`config.mk`:
```
export PLATFORM = sky130hd
export DESIGN_NAME = pwr_domain_seq
export DESIGN_NICKNAME = d
export VERILOG_FILES = /design/src/rtl/pds_pkg.sv /design/src/rtl/pds_wait_timer.sv /design/src/rtl/pds_status_pipe.sv /design/src/rtl/pds_regs.sv /design/src/rtl/pds_fsm.sv /design/src/rtl/pwr_domain_seq.sv
export SDC_FILE = /design/constraint.sdc
export NUM_CORES = 1
export LEC_CHECK = 0
export BUFFER_PORTS_ARGS = -buffer_cell sky130_fd_sc_hd__clkbuf_2
export CAP_MARGIN = 20
export CORE_MARGIN = 4
export CORE_UTILIZATION = 35
export CTS_BUF_LIST = sky130_fd_sc_hd__clkbuf_4
export CTS_CLUSTER_SIZE = 25
export DETAILED_ROUTE_END_ITERATION = 7
export HOLD_SLACK_MARGIN = 0.1
export MAX_ROUTING_LAYER = met4
export PLACE_DENSITY_LB_ADDON = 0.3
export REMOVE_ABC_BUFFERS = 1
export SYNTH_ARGS = -nofsm -noshare
export SYNTH_HDL_FRONTEND = slang
export SYNTH_SLANG_ARGS = --single-unit
```
`constraint.sdc`:
```
create_clock -name clk -period 5.1 [get_ports clk]
set_input_delay 0.51 -clock clk [delete_from_list [all_inputs] [get_ports clk]]
set_output_delay 0.51 -clock clk [all_outputs]
set_load 0.05 [all_outputs]
```
`src/rtl/pds_pkg.sv`:
```
package pds_pkg;

    typedef enum logic [2:0] {
        ST_OFF,
        ST_UP_FEW,
        ST_UP_REST,
        ST_UP_REL,
        ST_ON,
        ST_DN_CLK,
        ST_DN_ISO
    } pds_state_e;

    typedef struct packed {
        logic few;
        logic rest;
        logic clamp;
        logic rst;
        logic clk_en;
    } pds_drive_t;

endpackage

```
`src/rtl/pds_wait_timer.sv`:
```
module pds_wait_timer #(
    parameter int WAIT_W = 4
) (
    input  logic              clk,
    input  logic              rst_n,
    input  logic              run,
    input  logic              tick,
    input  logic [WAIT_W-1:0] exp_n,
    output logic              done
);
    localparam int CW = 1 << WAIT_W;

    logic [CW-1:0] cnt;
    logic [CW-1:0] last;

    assign last = (CW'(1) << exp_n) - CW'(1);
    assign done = run && tick && (cnt == last);

    always_ff @(posedge clk or negedge rst_n) begin
        if (!rst_n) begin
            cnt <= '0;
        end else if (!run || done) begin
            cnt <= '0;
        end else if (tick) begin
            cnt <= cnt + CW'(1);
        end
    end
endmodule

```
`src/rtl/pds_status_pipe.sv`:
```
module pds_status_pipe #(
    parameter int DLY = 8
) (
    input  logic clk,
    input  logic rst_n,
    input  logic tick,
    input  logic on_now,
    output logic status
);
    generate
        if (DLY == 1) begin : g_single
            logic stage;
            always_ff @(posedge clk or negedge rst_n) begin
                if (!rst_n) begin
                    stage <= 1'b0;
                end else if (tick) begin
                    stage <= on_now;
                end
            end
            assign status = stage;
        end else begin : g_chain
            logic [DLY-1:0] chain;
            always_ff @(posedge clk or negedge rst_n) begin
                if (!rst_n) begin
                    chain <= '0;
                end else if (tick) begin
                    chain <= {chain[DLY-2:0], on_now};
                end
            end
            assign status = chain[DLY-1];
        end
    endgenerate
endmodule

```
`src/rtl/pds_regs.sv`:
```
module pds_regs #(
    parameter int WAIT_W   = 4,
    parameter int DEF_REST = 2,
    parameter int DEF_FEW  = 8,
    parameter int DEF_CLK  = 2
) (
    input  logic              clk,
    input  logic              rst_n,
    input  logic              we,
    input  logic              addr,
    input  logic [31:0]       wdata,
    input  logic              status_in,
    output logic [31:0]       rdata,
    output logic              collapse,
    output logic              hw_mode,
    output logic              bypass,
    output logic [WAIT_W-1:0] w_rest,
    output logic [WAIT_W-1:0] w_few,
    output logic [WAIT_W-1:0] w_clk,
    output logic              ret_mem,
    output logic              ret_per
);
    localparam int COLL_BIT = 0;
    localparam int HW_BIT   = 1;
    localparam int BYP_BIT  = 2;
    localparam int CLK_LSB  = 12;
    localparam int FEW_LSB  = CLK_LSB + WAIT_W;
    localparam int REST_LSB = FEW_LSB + WAIT_W;
    localparam int STAT_BIT = 31;
    localparam int RMEM_BIT = 14;
    localparam int RPER_BIT = 13;

    logic ctrl_we;
    logic ret_we;
    assign ctrl_we = we && !addr;
    assign ret_we  = we && addr;

    always_ff @(posedge clk or negedge rst_n) begin
        if (!rst_n) begin
            collapse <= 1'b1;
            hw_mode  <= 1'b0;
            bypass   <= 1'b0;
            w_rest   <= WAIT_W'(DEF_REST);
            w_few    <= WAIT_W'(DEF_FEW);
            w_clk    <= WAIT_W'(DEF_CLK);
        end else if (ctrl_we) begin
            collapse <= wdata[COLL_BIT];
            hw_mode  <= wdata[HW_BIT];
            bypass   <= wdata[BYP_BIT];
            w_rest   <= wdata[REST_LSB +: WAIT_W];
            w_few    <= wdata[FEW_LSB +: WAIT_W];
            w_clk    <= wdata[CLK_LSB +: WAIT_W];
        end
    end

    always_ff @(posedge clk or negedge rst_n) begin
        if (!rst_n) begin
            ret_mem <= 1'b0;
            ret_per <= 1'b0;
        end else if (ret_we) begin
            ret_mem <= wdata[RMEM_BIT];
            ret_per <= wdata[RPER_BIT];
        end
    end

    always_comb begin
        rdata = '0;
        if (!addr) begin
            rdata[COLL_BIT]                = collapse;
            rdata[HW_BIT]                  = hw_mode;
            rdata[BYP_BIT]                 = bypass;
            rdata[CLK_LSB +: WAIT_W]       = w_clk;
            rdata[FEW_LSB +: WAIT_W]       = w_few;
            rdata[REST_LSB +: WAIT_W]      = w_rest;
            rdata[STAT_BIT]                = status_in;
        end else begin
            rdata[RMEM_BIT] = ret_mem;
            rdata[RPER_BIT] = ret_per;
        end
    end

    logic unused_wbits;
    assign unused_wbits = ^{wdata[31:REST_LSB+WAIT_W], wdata[CLK_LSB-1:BYP_BIT+1]};
endmodule

```
`src/rtl/pds_fsm.sv`:
```
module pds_fsm
    import pds_pkg::*;
#(
    parameter int WAIT_W    = 4,
    parameter int HOLD_LOG2 = 2
) (
    input  logic              clk,
    input  logic              rst_n,
    input  logic              tick,
    input  logic              collapse_req,
    input  logic              bypass,
    input  logic [WAIT_W-1:0] w_rest,
    input  logic [WAIT_W-1:0] w_few,
    input  logic [WAIT_W-1:0] w_clk,
    output pds_drive_t        drive,
    output logic              on_now
);
    localparam logic [WAIT_W-1:0] HOLD_EXP = WAIT_W'(HOLD_LOG2);

    pds_state_e        state_q;
    pds_state_e        state_d;
    logic              tmr_run;
    logic [WAIT_W-1:0] tmr_exp;
    logic              tmr_done;

    pds_wait_timer #(.WAIT_W(WAIT_W)) u_timer (
        .clk   (clk),
        .rst_n (rst_n),
        .run   (tmr_run),
        .tick  (tick),
        .exp_n (tmr_exp),
        .done  (tmr_done)
    );

    always_ff @(posedge clk or negedge rst_n) begin
        if (!rst_n) begin
            state_q <= ST_OFF;
        end else begin
            state_q <= state_d;
        end
    end

    // Timer selection: which wait is active in which state.
    always_comb begin
        tmr_run = 1'b0;
        tmr_exp = '0;
        if (!bypass) begin
            unique case (state_q)
                ST_UP_FEW:  begin tmr_run = 1'b1; tmr_exp = w_few;    end
                ST_UP_REST: begin tmr_run = 1'b1; tmr_exp = w_rest;   end
                ST_UP_REL:  begin tmr_run = 1'b1; tmr_exp = HOLD_EXP; end
                ST_DN_CLK:  begin tmr_run = 1'b1; tmr_exp = w_clk;    end
                ST_DN_ISO:  begin tmr_run = 1'b1; tmr_exp = '0;       end
                default:    begin tmr_run = 1'b0; tmr_exp = '0;       end
            endcase
        end
    end

    // Next-state logic.
    always_comb begin
        state_d = state_q;
        if (bypass) begin
            state_d = collapse_req ? ST_OFF : ST_ON;
        end else begin
            unique case (state_q)
                ST_OFF:     if (!collapse_req) state_d = ST_UP_FEW;
                ST_UP_FEW:  if (tmr_done)      state_d = ST_UP_REST;
                ST_UP_REST: if (tmr_done)      state_d = ST_UP_REL;
                ST_UP_REL:  if (tmr_done)      state_d = ST_ON;
                ST_ON:      if (collapse_req)  state_d = ST_DN_CLK;
                ST_DN_CLK:  if (tmr_done)      state_d = ST_DN_ISO;
                ST_DN_ISO:  if (tmr_done)      state_d = ST_OFF;
                default:                       state_d = ST_OFF;
            endcase
        end
    end

    // Output decode per state.
    always_comb begin
        drive = '{few: 1'b0, rest: 1'b0, clamp: 1'b1, rst: 1'b1, clk_en: 1'b0};
        unique case (state_q)
            ST_OFF:     drive = '{few: 1'b0, rest: 1'b0, clamp: 1'b1, rst: 1'b1, clk_en: 1'b0};
            ST_UP_FEW:  drive = '{few: 1'b1, rest: 1'b0, clamp: 1'b1, rst: 1'b1, clk_en: 1'b0};
            ST_UP_REST: drive = '{few: 1'b1, rest: 1'b1, clamp: 1'b1, rst: 1'b1, clk_en: 1'b0};
            ST_UP_REL:  drive = '{few: 1'b1, rest: 1'b1, clamp: 1'b0, rst: 1'b0, clk_en: 1'b0};
            ST_ON:      drive = '{few: 1'b1, rest: 1'b1, clamp: 1'b0, rst: 1'b0, clk_en: 1'b1};
            ST_DN_CLK:  drive = '{few: 1'b1, rest: 1'b1, clamp: 1'b0, rst: 1'b0, clk_en: 1'b0};
            ST_DN_ISO:  drive = '{few: 1'b1, rest: 1'b1, clamp: 1'b1, rst: 1'b1, clk_en: 1'b0};
            default:    drive = '{few: 1'b0, rest: 1'b0, clamp: 1'b1, rst: 1'b1, clk_en: 1'b0};
        endcase
    end

    assign on_now = (state_q == ST_ON);
endmodule

```
`src/rtl/pwr_domain_seq.sv`:
```
module pwr_domain_seq
    import pds_pkg::*;
#(
    parameter int WAIT_W    = 4,
    parameter int DEF_REST  = 2,
    parameter int DEF_FEW   = 8,
    parameter int DEF_CLK   = 2,
    parameter int STAT_DLY  = 8,
    parameter int HOLD_LOG2 = 2
) (
    input  logic        clk,
    input  logic        rst_n,
    input  logic        ref_tick,
    input  logic        reg_we,
    input  logic        reg_addr,
    input  logic [31:0] reg_wdata,
    output logic [31:0] reg_rdata,
    input  logic        hw_collapse_req,
    output logic        sw_few_en,
    output logic        sw_rest_en,
    output logic        dom_clamp,
    output logic        dom_rst,
    output logic        dom_clk_en,
    output logic        pwr_on_status,
    output logic        retain_mem,
    output logic        retain_periph
);
    logic              collapse_bit;
    logic              hw_mode;
    logic              ovr;
    logic [WAIT_W-1:0] w_rest;
    logic [WAIT_W-1:0] w_few;
    logic [WAIT_W-1:0] w_clk;
    logic              creq;
    logic              on_now;
    pds_drive_t        drive;

    pds_regs #(
        .WAIT_W   (WAIT_W),
        .DEF_REST (DEF_REST),
        .DEF_FEW  (DEF_FEW),
        .DEF_CLK  (DEF_CLK)
    ) u_regs (
        .clk       (clk),
        .rst_n     (rst_n),
        .we        (reg_we),
        .addr      (reg_addr),
        .wdata     (reg_wdata),
        .status_in (pwr_on_status),
        .rdata     (reg_rdata),
        .collapse  (collapse_bit),
        .hw_mode   (hw_mode),
        .bypass    (ovr),
        .w_rest    (w_rest),
        .w_few     (w_few),
        .w_clk     (w_clk),
        .ret_mem   (retain_mem),
        .ret_per   (retain_periph)
    );

    assign creq = hw_mode ? hw_collapse_req : collapse_bit;

    pds_fsm #(
        .WAIT_W    (WAIT_W),
        .HOLD_LOG2 (HOLD_LOG2)
    ) u_fsm (
        .clk          (clk),
        .rst_n        (rst_n),
        .tick         (ref_tick),
        .collapse_req (creq),
        .bypass       (ovr),
        .w_rest       (w_rest),
        .w_few        (w_few),
        .w_clk        (w_clk),
        .drive        (drive),
        .on_now       (on_now)
    );

    pds_status_pipe #(.DLY(STAT_DLY)) u_stat (
        .clk    (clk),
        .rst_n  (rst_n),
        .tick   (ref_tick),
        .on_now (on_now),
        .status (pwr_on_status)
    );

    assign sw_few_en  = drive.few;
    assign sw_rest_en = drive.rest;
    assign dom_clamp  = drive.clamp;
    assign dom_rst    = drive.rst;
    assign dom_clk_en = drive.clk_en;
endmodule

```
==> impl_metrics.py, run 1 <==
metrics = {
    "place": {
        "placed_cells": 456,
        "portBuffers": 44,
        "dpl.hpwl_um": 4870,
        "gp_congestion": 0.850,
    },
    "cts": {
        "cts_tree": "done",
        "cts-root-buf": "clkbuf_4",
        "cts_num_sinks": 44,
        "cts.path.max_buffers": 2,
        "cts_hold_buffers": 0,
        "cts_setup_buffers": 0,
        "clock_latency_ns": 0.37,
        "path_clk_slew_ns": 0.14,
        "cts_resized": 0,
        "cts_buffers": 5,
        "ctsHtreeMaxLevel": 2,
    },
    "sta": {
        "tightest_slew_ns": 0.594,
        "max_freq_ghz": 0.227,
        "clock_skew_ns": 0.0139,
        "slew_headroom_pct": 60.0,
        "rsz0062_at_grt": "no",
        "drv_slew": 0,
        "tns_ns": 0,
        "hold_viol_final": 0,
        "fin_crit_sh_pct": 86.2,
        "period_needed_ns": 4.40,
        "setup_viol": 0,
    },
    "floorplanning": {
        "rows": 33,
        "die_h_um": 99.8,
        "io_pins": 78,
        "die-area_sq_mm": 0.00996,
        "initial_core_util_pct": 35.9,
        "core_sq_mm": 0.00822,
        "die_w_um": 99.8,
    },
    "synthesis": {
        "ys.flop_type": "dfrtp_1",
        "synth_mux_area_share_pct": 11.3,
        "synth_area_sq_mm": 0.00295,
        "yosysSeqAreaShare_pct": 37.5,
        "synth_top_family_by_area": "simple AND/OR/NAND/NOR gates",
        "synth-seq-cells": 44,
        "synth_fa_ha_area_share_pct": 0.849,
        "synth_cell_type_count": 55,
        "syn_inst": 319,
        "synthArstFlopShare_pct": 100,
        "yosys_warnings": 0,
        "synth-xor-area-share_pct": 7.72,
        "synth_compound_gate_area_share_pct": 11.2,
        "synth_edf_count": 0,
        "synthSimpleGateAreaFrac_pct": 23.1,
        "synth_area_per_cell_sq_um": 9.24,
    },
    "min_path": {
        "hp-class": "input port to async pin",
    },
    "routing": {
        "routedLengthMet1_um": 3030,
        "antenna_left": 0,
        "route.met2.wl_um": 3010,
        "wirelength_um": 6370,
        "dr_wl_met3_um": 281,
        "drt-pass1-iter-count": 4,
        "first_iter_violations": 135,
        "wl_per_cell_um": 13.7,
        "highest_layer": "met4",
        "vias": 2347,
        "drc_errors": 0,
        "viasPerCell": 5.06,
    },
    "critical_path": {
        "r2r_start": "u_fsm.state_q[1]$_DFFE_PN0P_",
        "timing.rr.end": "u_fsm.state_q[1]$_DFFE_PN0P_",
        "critPathCaptureType": "flip-flop",
        "cp-start-kind": "flip-flop",
        "cp.required_ns": 5.40,
        "crit_arrival_ns": 4.70,
        "cp_slowest_stage_delay_ns": 0.70,
        "cp_slowest_cell": "dfrtp_1",
        "crit_chain": "and3b_1 -> a211oi_1 -> nand2_1 -> or4_1 -> ha_1 -> xnor2_1 -> nor4b_1 -> o2111a_1 -> nand4_1 -> a2111oi_2 -> buf_4 -> mux2_2 -> a21oi_1",
        "crit_type": "flip-flop to flip-flop",
        "endpoint": "u_fsm.state_q[1]$_DFFE_PN0P_",
        "crit_start": "u_fsm.state_q[1]$_DFFE_PN0P_",
        "crit_path_max_fanout": 19,
        "reg2reg_setup_slack_ns": 0.70,
        "worst_r2r_path_depth": 13,
    },
    "finish": {
        "area.growth.synth_to_final_pct": 12.5,
        "fin_cells": 464,
        "drive_gt1_share_pct": 27.6,
        "layout.nets": 398,
        "finalCoreUtilization_pct": 40.4,
        "n_antenna_cell": 0,
    },
    "global_routing": {
        "grt_pass1_wl_um": 11200,
        "grt_antenna_before_repair": 0,
        "grt_usage_pct": 14.0,
        "grt-ovfl-total": 0,
        "grt_max_degree": 25,
        "first_global_vias": 2320,
    },
    "power": {
        "leakage_nw": 1.43,
        "total_power_mw": 1.60,
        "vdd_ir_drop_max_uv": 440,
        "power-per-cell-area_mw_per_mm2": 481,
    },
    "run_status": {
        "status": "finished clean",
    },
    "run": {
        "maxCapViolCount": 0,
    },
}
==> final cells by class <==
cell class / count / area (sq um)
Sequential cell: 44 / 1110
Timing Repair Buffer: 53 / 313
Fill cell: 829 / 4900
Tap cell: 105 / 131
Multi-Input combinational cell: 248 / 1660
Inverter: 6 / 22.5
Clock buffer: 5 / 37.5
Clock inverter: 3 / 47.5
==> critical path, delay by kind of cell (launching register included) <==
family / cells / cell delay, ns
flops: 1 / 0.70
compound gates: 4 / 1.11
fa+ha+maj: 1 / 0.31
simple gates: 5 / 1.57
mux: 1 / 0.32
buf+inv: 1 / 0.20
xor+xnor: 1 / 0.13
==> cell usage after synthesis, types with 5 or more instances <==
cell / number / area (sq um)
dfrtp_1: 40 / 1000
nor2_1: 37 / 139
mux2_2: 27 / 304
nand2_1: 23 / 86.3
buf_4: 18 / 135
xnor2_1: 15 / 131
nor2b_1: 14 / 87.6
o21ai_0: 12 / 60.1
a21oi_1: 11 / 55.1
xor2_1: 11 / 96.3
clkbuf_1: 10 / 37.5
nand3_1: 7 / 35.0
nor3_1: 7 / 35.0
or3_1: 7 / 43.8
buf_2: 6 / 30.0
inv_1: 6 / 22.5
nand4_1: 5 / 31.3
==> report_power, final <==
part           leakage (nW)  switching (mW)  internal (mW)
Sequential            0.558          0.0823          0.414
Combinational         0.830           0.552          0.318
Clock                0.0454           0.126          0.105
Total                  1.43           0.759          0.837
==> routing by layer <==
metal | vias up | global-route usage, %
li1 | 1162 | -
met1 | 1127 | 18.9
met2 | 54 | 22.2
met3 | 4 | 2.29
met4 | 0 | 3.47
met5 | - | -
==> metrics by stage <==
step | instance area (sq um) | hold slack [ns] | worst slack [ns]
3_5_place_dp | 3230 | 0.492 | 0.740
2_1_floorplan | 2790 | 0.214 | 0.689
3_3_place_gp | 3210 | 0.485 | 0.765
4_1_cts | 3320 | 0.103 | 0.701
5_1_grt | 3320 | 0.120 | 0.368
6_report | 3320 | 0.0920 | 0.702
==> placed cells by master, fill, tap and decap left out, types with 5 or more instances in the layout <==
cell,netlist,layout
a21oi_1,11,11
buf_4,18,7
clkbuf_2,0,44
clkbuf_4,0,5
conb_1,1,16
dfrtp_1,40,40
inv_1,6,6
mux2_2,27,27
nand2_1,23,23
nand3_1,7,7
nand4_1,5,5
nor2_1,37,37
nor2b_1,14,14
nor3_1,7,7
o21ai_0,12,12
or3_1,7,7
xnor2_1,15,15
xor2_1,11,11
==> worst min-delay path by stage <==
stage	to	slack (ns)	start
global route	u_regs.hw_mode$_DFFE_PN0P_	0.12	rst_n
global placement	u_stat.g_chain.chain[3]$_DFFE_PN0P_	0.49	u_stat.g_chain.chain[2]$_DFFE_PN0P_
finish	u_regs.hw_mode$_DFFE_PN0P_	0.09	rst_n
floorplan	u_fsm.state_q[0]$_DFFE_PN0P_	0.21	rst_n
CTS	u_regs.hw_mode$_DFFE_PN0P_	0.10	rst_n
detailed placement	u_stat.g_chain.chain[2]$_DFFE_PN0P_	0.49	u_stat.g_chain.chain[2]$_DFFE_PN0P_
==> sequential cells by signal (all words and copies together) (netlist names), 3 cells and up <==
register / count
u_fsm.u_timer.cnt: 16
u_stat.g_chain.chain: 8
u_regs.w_clk: 4
u_regs.w_few: 4
u_regs.w_rest: 4
u_fsm.state_q: 3
==> cell families (layout without fill, tap and decap cells) <==
| kind of cell | count (synthesis) | count (layout) |
|---|---|---|
| other | 1 | 16 |
| adders and majority gates | 2 | 2 |
| DFF | 44 | 44 |
| muxes | 30 | 30 |
| xor gates and xnor gates | 26 | 26 |
| buffers and inverters | 42 | 67 |
| and+or+nand+nor | 128 | 128 |
| AOI/OAI and AO/OA | 46 | 46 |
No activity file was read; power rests on OpenSTA's default activity.
==> run 2, diff against run 1 <==
MAX_ROUTING_LAYER = default   (was met4)
REMOVE_ABC_BUFFERS = default   (was 1)
SKIP_LAST_GASP = 1   (was default)
==> impl_metrics.py, run 2 (synthesis results as in run 1) <==
metrics = {
    "run_status": {
        "status": "finished clean",
    },
    "min_path": {
        "hp-class": "input port to async pin",
    },
    "place": {
        "place_area_sq_mm": 0.00321,
        "portBuffers": 44,
        "gp_congestion": 0.853,
        "dpl.hpwl_um": 4830,
    },
    "cts": {
        "cts_hold_buffers": 0,
        "ctsHtreeMaxLevel": 2,
        "cts.path.max_buffers": 2,
        "cts_buffers": 5,
        "clock_latency_ns": 0.36,
        "cts_tree": "done",
        "cts-root-buf": "clkbuf_4",
        "path_clk_slew_ns": 0.13,
        "cts_resized": 0,
        "cts_num_sinks": 44,
        "cts_setup_buffers": 0,
    },
    "finish": {
        "n_antenna_cell": 0,
        "layout_commonest_cell": "clkbuf_2",
        "regMostFlops": "u_fsm.u_timer.cnt",
        "top_regs": "u_fsm.u_timer.cnt: 16 flops, u_stat.g_chain.chain: 8 flops",
        "final_cell_area_sq_mm": 0.00327,
        "largest_register_ffs": 16,
        "drive_gt1_share_pct": 27.4,
        "layout.nets": 397,
        "finalCoreUtilization_pct": 39.8,
        "layout_common_cells": "44 x clkbuf_2, 40 x dfrtp_1, 37 x nor2_1, 27 x mux2_2, 23 x nand2_1",
        "area.growth.synth_to_final_pct": 11.0,
    },
    "sta": {
        "hold_ws_ns": 0.205,
        "max_freq_ghz": 0.225,
        "clock_skew_ns": 0.0123,
        "drv_slew": 0,
        "tightest_slew_ns": 0.567,
        "fin_crit_sh_pct": 87.2,
        "hold_viol_final": 0,
        "setup_viol": 0,
        "slew_headroom_pct": 62.1,
        "rsz0062_at_grt": "no",
        "period_needed_ns": 4.45,
        "tns_ns": 0,
    },
    "critical_path": {
        "cp_slowest_cell": "dfrtp_1",
        "crit_type": "flip-flop to flip-flop",
        "critPathCaptureType": "flip-flop",
        "crit_path_max_fanout": 17,
        "crit_chain": "and4bb_1 -> a211oi_4 -> nand2_1 -> or4_1 -> ha_1 -> xor2_1 -> or4b_2 -> o21ai_0 -> nand4_1 -> a2111oi_2 -> buf_4 -> mux2_2 -> a21oi_1",
        "cp_slowest_stage_delay_ns": 0.65,
        "crit_start": "u_fsm.state_q[0]$_DFFE_PN0P_",
        "crit_arrival_ns": 4.73,
        "r2r_start": "u_fsm.state_q[0]$_DFFE_PN0P_",
        "cp-start-kind": "flip-flop",
        "cp.required_ns": 5.39,
    },
    "routing": {
        "drc_errors": 0,
        "viasPerCell": 5.13,
        "wl_per_cell_um": 13.9,
        "drt-pass1-iter-count": 4,
        "wirelength_um": 6430,
        "first_iter_violations": 178,
        "antenna_left": 0,
        "vias": 2375,
    },
    "power": {
        "power-per-cell-area_mw_per_mm2": 467,
        "total_power_mw": 1.53,
        "vdd_ir_drop_max_uv": 484,
        "leakage_nw": 1.41,
    },
    "global_routing": {
        "grt_usage_pct": 13.4,
        "first_global_vias": 2330,
        "grt_max_degree": 45,
        "grt_antenna_before_repair": 0,
        "grt_pass1_wl_um": 10900,
        "grt-ovfl-total": 0,
    },
    "floorplanning": {
        "die_w_um": 99.8,
        "io_pins": 78,
        "die_h_um": 99.8,
        "core_sq_mm": 0.00822,
        "initial_core_util_pct": 35.9,
        "rows": 33,
        "die-area_sq_mm": 0.00996,
    },
    "run": {
        "maxCapViolCount": 0,
    },
}
## run 2: cell count changes in the layout (fill, tap and decap cells not counted), sizes merged
cell	previous run	this run
bufinv	1	0
clkinv	2	1
buf	9	8
clkbuf	49	51
## run 2: final timing paths
kind | cells after the start | end | slack, ns
worst min-delay path | 2 | u_fsm.u_timer.cnt[9]$_DFFE_PN0P_ | 0.21
max in group asynchronous | 2 | u_regs.w_few[3]$_DFFE_PN1P_ | 4.50
worst max register to register | 13 | u_fsm.state_q[1]$_DFFE_PN0P_ | 0.65
worst min register to register | 1 | u_stat.g_chain.chain[4]$_DFFE_PN0P_ | 0.52
min in group clk | 3 | u_regs.bypass$_DFFE_PN0P_ | 0.37
worst max-delay path | 13 | u_fsm.state_q[1]$_DFFE_PN0P_ | 0.65
## run 2: area by class of cell
| class | count | area [sq um] |
|---|---|---|
| fill | 824 | 4940 |
| multi-input combinational | 248 | 1660 |
| sequential | 44 | 1110 |
| timing repair buffer | 52 | 293 |
| tap | 105 | 131 |
| clock buffer | 7 | 52.6 |
| inverter | 6 | 22.5 |
| clock inverter | 1 | 8.76 |
## run 2: power breakdown
| part | internal (mW) | switching [mW] |
|---|---|---|
| sequential | 0.415 | 0.0658 |
| combinational | 0.308 | 0.564 |
| clock | 0.0662 | 0.112 |
| total | 0.788 | 0.742 |
## run 2: per-stage QoR
step                instances  worst slack, ns
global placement          455            0.690
CTS                       463            0.659
finish                    463            0.654
floorplan                 334             1.00
detailed placement        455            0.691
global route              463            0.347
## run 2: routing by layer
metal | part of all wire (%) | GRT usage (%) | vias up
li1 | - | - | 1158
met5 | 0 | 0 | -
met4 | 1.9 | 5.04 | 0
met3 | 5.6 | 2.50 | 12
met2 | 48 | 22.4 | 69
met1 | 45 | 17.1 | 1136
## run 2: critical path: cells and delay by family, from the launching register on
kind	cells	cell delay, ns
buffers and inverters	1	0.20
adders and majority gates	1	0.23
xor gates and xnor gates	1	0.17
AOI/OAI and AO/OA	4	1.03
muxes	1	0.32
and+or+nand+nor	5	1.78
DFF	1	0.65
==> run 3, diff against run 2 <==
CORE_MARGIN = default   (was 4)
RECOVER_POWER = 25   (was default)
==> impl_metrics.py, run 3 (synthesis results as in run 1) <==
metrics = {
    "critical_path": {
        "timing.rr.end": "u_fsm.state_q[1]$_DFFE_PN0P_",
        "crit_arrival_ns": 5.05,
        "r2r_start": "u_fsm.state_q[0]$_DFFE_PN0P_",
        "worst_r2r_path_depth": 13,
        "cp.required_ns": 5.38,
        "cp-start-kind": "flip-flop",
        "reg2reg_setup_slack_ns": 0.33,
        "endpoint": "u_fsm.state_q[1]$_DFFE_PN0P_",
        "crit_start": "u_fsm.state_q[0]$_DFFE_PN0P_",
        "cp_slowest_cell": "dfrtp_1",
        "critPathCaptureType": "flip-flop",
        "crit_type": "flip-flop to flip-flop",
        "cp_slowest_stage_delay_ns": 0.65,
        "crit_chain": "and4bb_1 -> a211oi_4 -> nand2_1 -> or4_1 -> ha_1 -> xor2_1 -> or4b_2 -> o21ai_0 -> nand4_1 -> a2111oi_2 -> buf_4 -> mux2_2 -> a21oi_1",
        "crit_path_max_fanout": 19,
    },
    "finish": {
        "area.growth.synth_to_final_pct": 10.9,
        "final_cell_area_sq_mm": 0.00327,
        "layout_commonest_cell": "clkbuf_2",
        "largest_register_ffs": 16,
        "drive_gt1_share_pct": 27.1,
        "n_antenna_cell": 0,
        "layout_common_cells": "44 x clkbuf_2, 40 x dfrtp_1, 37 x nor2_1, 27 x mux2_2, 23 x nand2_1",
        "fin_cells": 463,
        "fillers": 844,
        "regMostFlops": "u_fsm.u_timer.cnt",
        "layout.nets": 397,
        "top_regs": "u_fsm.u_timer.cnt: 16 flops, u_stat.g_chain.chain: 8 flops",
    },
    "sta": {
        "setup_viol": 0,
        "layout_setup_ws_ns": 0.335,
        "hold_ws_ns": 0.370,
        "hold_viol_final": 0,
        "max_freq_ghz": 0.210,
        "drv_slew": 45,
        "tns_ns": 0,
        "clock_skew_ns": 0.0206,
        "slew_headroom_pct": -59.2,
        "fin_crit_sh_pct": 93.4,
        "tightest_slew_ns": 2.39,
        "rsz0062_at_grt": "no",
        "period_needed_ns": 4.77,
    },
    "routing": {
        "wl_per_cell_um": 13.6,
        "drt-pass1-iter-count": 4,
        "antenna_left": 0,
        "first_iter_violations": 194,
        "wirelength_um": 6280,
        "viasPerCell": 5.16,
        "drc_errors": 0,
        "vias": 2388,
    },
    "floorplanning": {
        "die_w_um": 93.8,
        "core_sq_mm": 0.00818,
        "io_pins": 78,
        "rows": 33,
        "initial_core_util_pct": 36.1,
        "die_h_um": 93.8,
        "die-area_sq_mm": 0.00880,
    },
    "power": {
        "clockPowerShare_pct": 11.9,
        "switching_share_pct": 48.7,
        "p_sw_mw": 0.745,
        "vdd_ir_drop_max_uv": 597,
        "pwr-share-seq_pct": 31.1,
        "leakage_nw": 1.41,
        "p_int_mw": 0.785,
        "power_frac_comb_pct": 57.1,
        "power-per-cell-area_mw_per_mm2": 468,
    },
    "run_status": {
        "status": "finished, violations left",
        "violations": "max-capacitance violations, max-slew violations",
    },
    "global_routing": {
        "grt_pass1_wl_um": 10700,
        "grt_max_degree": 45,
        "grt_use_met2_pct": 25.5,
        "grt_use_met1_pct": 20.0,
        "grt_usage_pct": 15.3,
        "grt_antenna_before_repair": 0,
        "use_met3_pct": 2.75,
        "busiest_layer": "met2",
        "grt-ovfl-total": 0,
        "first_global_vias": 2261,
    },
    "cts": {
        "cts_setup_buffers": 0,
        "cts-root-buf": "clkbuf_4",
        "clock_latency_ns": 0.36,
        "cts.path.max_buffers": 2,
        "ctsHtreeMaxLevel": 2,
        "path_clk_slew_ns": 0.13,
        "cts_num_sinks": 44,
        "cts_hold_buffers": 0,
        "cts_resized": 0,
        "cts_tree": "done",
        "cts_buffers": 5,
    },
    "place": {
        "portBuffers": 44,
        "gp_congestion": 0.840,
        "preCtsSetupSlack_ns": 0.424,
        "dpl.hpwl_um": 4630,
        "place_area_sq_mm": 0.00321,
        "placed_cells": 455,
    },
    "run": {
        "maxCapViolCount": 1,
    },
    "min_path": {
        "hp-class": "input port to flip-flop",
    },
}
-- run 3: through the flow --
stage	util, %	total power, mW
CTS	40.0	1.54
floorplan	-	1.18
detailed placement	39.3	1.35
finish	40.0	1.53
global placement	39.3	1.34
global route	40.0	1.64
-- run 3: routing by layer --
| metal | wire length, um | vias to the layer above | share of wire (%) |
|---|---|---|---|
| met3 | 262 | 6 | 4.2 |
| met2 | 3040 | 68 | 48 |
| met1 | 2920 | 1157 | 47 |
| li1 | - | 1157 | - |
| met5 | 0 | - | 0 |
| met4 | 55 | 0 | 0.88 |
-- run 3: worst min path at each step --
stage,startpoint,endpoint,slack (ns),depth (start not counted)
2_1_floorplan,rst_n,u_fsm.state_q[0]$_DFFE_PN0P_,0.21,0
3_3_place_gp,u_stat.g_chain.chain[0]$_DFFE_PN0P_,u_stat.g_chain.chain[1]$_DFFE_PN0P_,0.49,1
3_5_place_dp,u_stat.g_chain.chain[0]$_DFFE_PN0P_,u_stat.g_chain.chain[1]$_DFFE_PN0P_,0.49,1
4_1_cts,rst_n,u_fsm.u_timer.cnt[12]$_DFFE_PN0P_,0.23,2
5_1_grt,reg_wdata[17],u_regs.w_few[1]$_DFFE_PN0P_,0.35,2
6_report,reg_wdata[2],u_regs.bypass$_DFFE_PN0P_,0.37,3
-- run 3: power groups by stage --
| stage | logic [mW] | clock network (mW) | registers [mW] |
|---|---|---|---|
| final | 0.873 | 0.181 | 0.476 |
| after global routing | 0.947 | 0.201 | 0.489 |
| after CTS | 0.872 | 0.189 | 0.477 |
| after detailed placement | 0.867 | 0 | 0.484 |
| after global placement | 0.861 | 0 | 0.482 |
| after floorplan | 0.707 | 0 | 0.472 |
-- run 3: cell type report --
cell class / count / area [sq um] / share of cell area, %
clock buffers: 7 / 52.6 / 1.61
clock inverters: 1 / 8.76 / 0.268
inverters: 6 / 22.5 / 0.689
multi-input cells: 248 / 1660 / 50.7
flip-flops and latches: 44 / 1110 / 33.8
well taps: 105 / 131 / 4.02
repair buffers: 52 / 289 / 8.84
-- run 3: worst max-delay path, delay by kind of cell (launching register included) --
family,cells,cell delay (ns)
multiplexers,1,0.32
buffers and inverters,1,0.19
adder cells (fa/ha/maj),1,0.22
AO/OA/AOI/OAI,4,1.29
AND/OR/NAND/NOR,5,1.84
flip-flops,1,0.65
XOR/XNOR,1,0.17
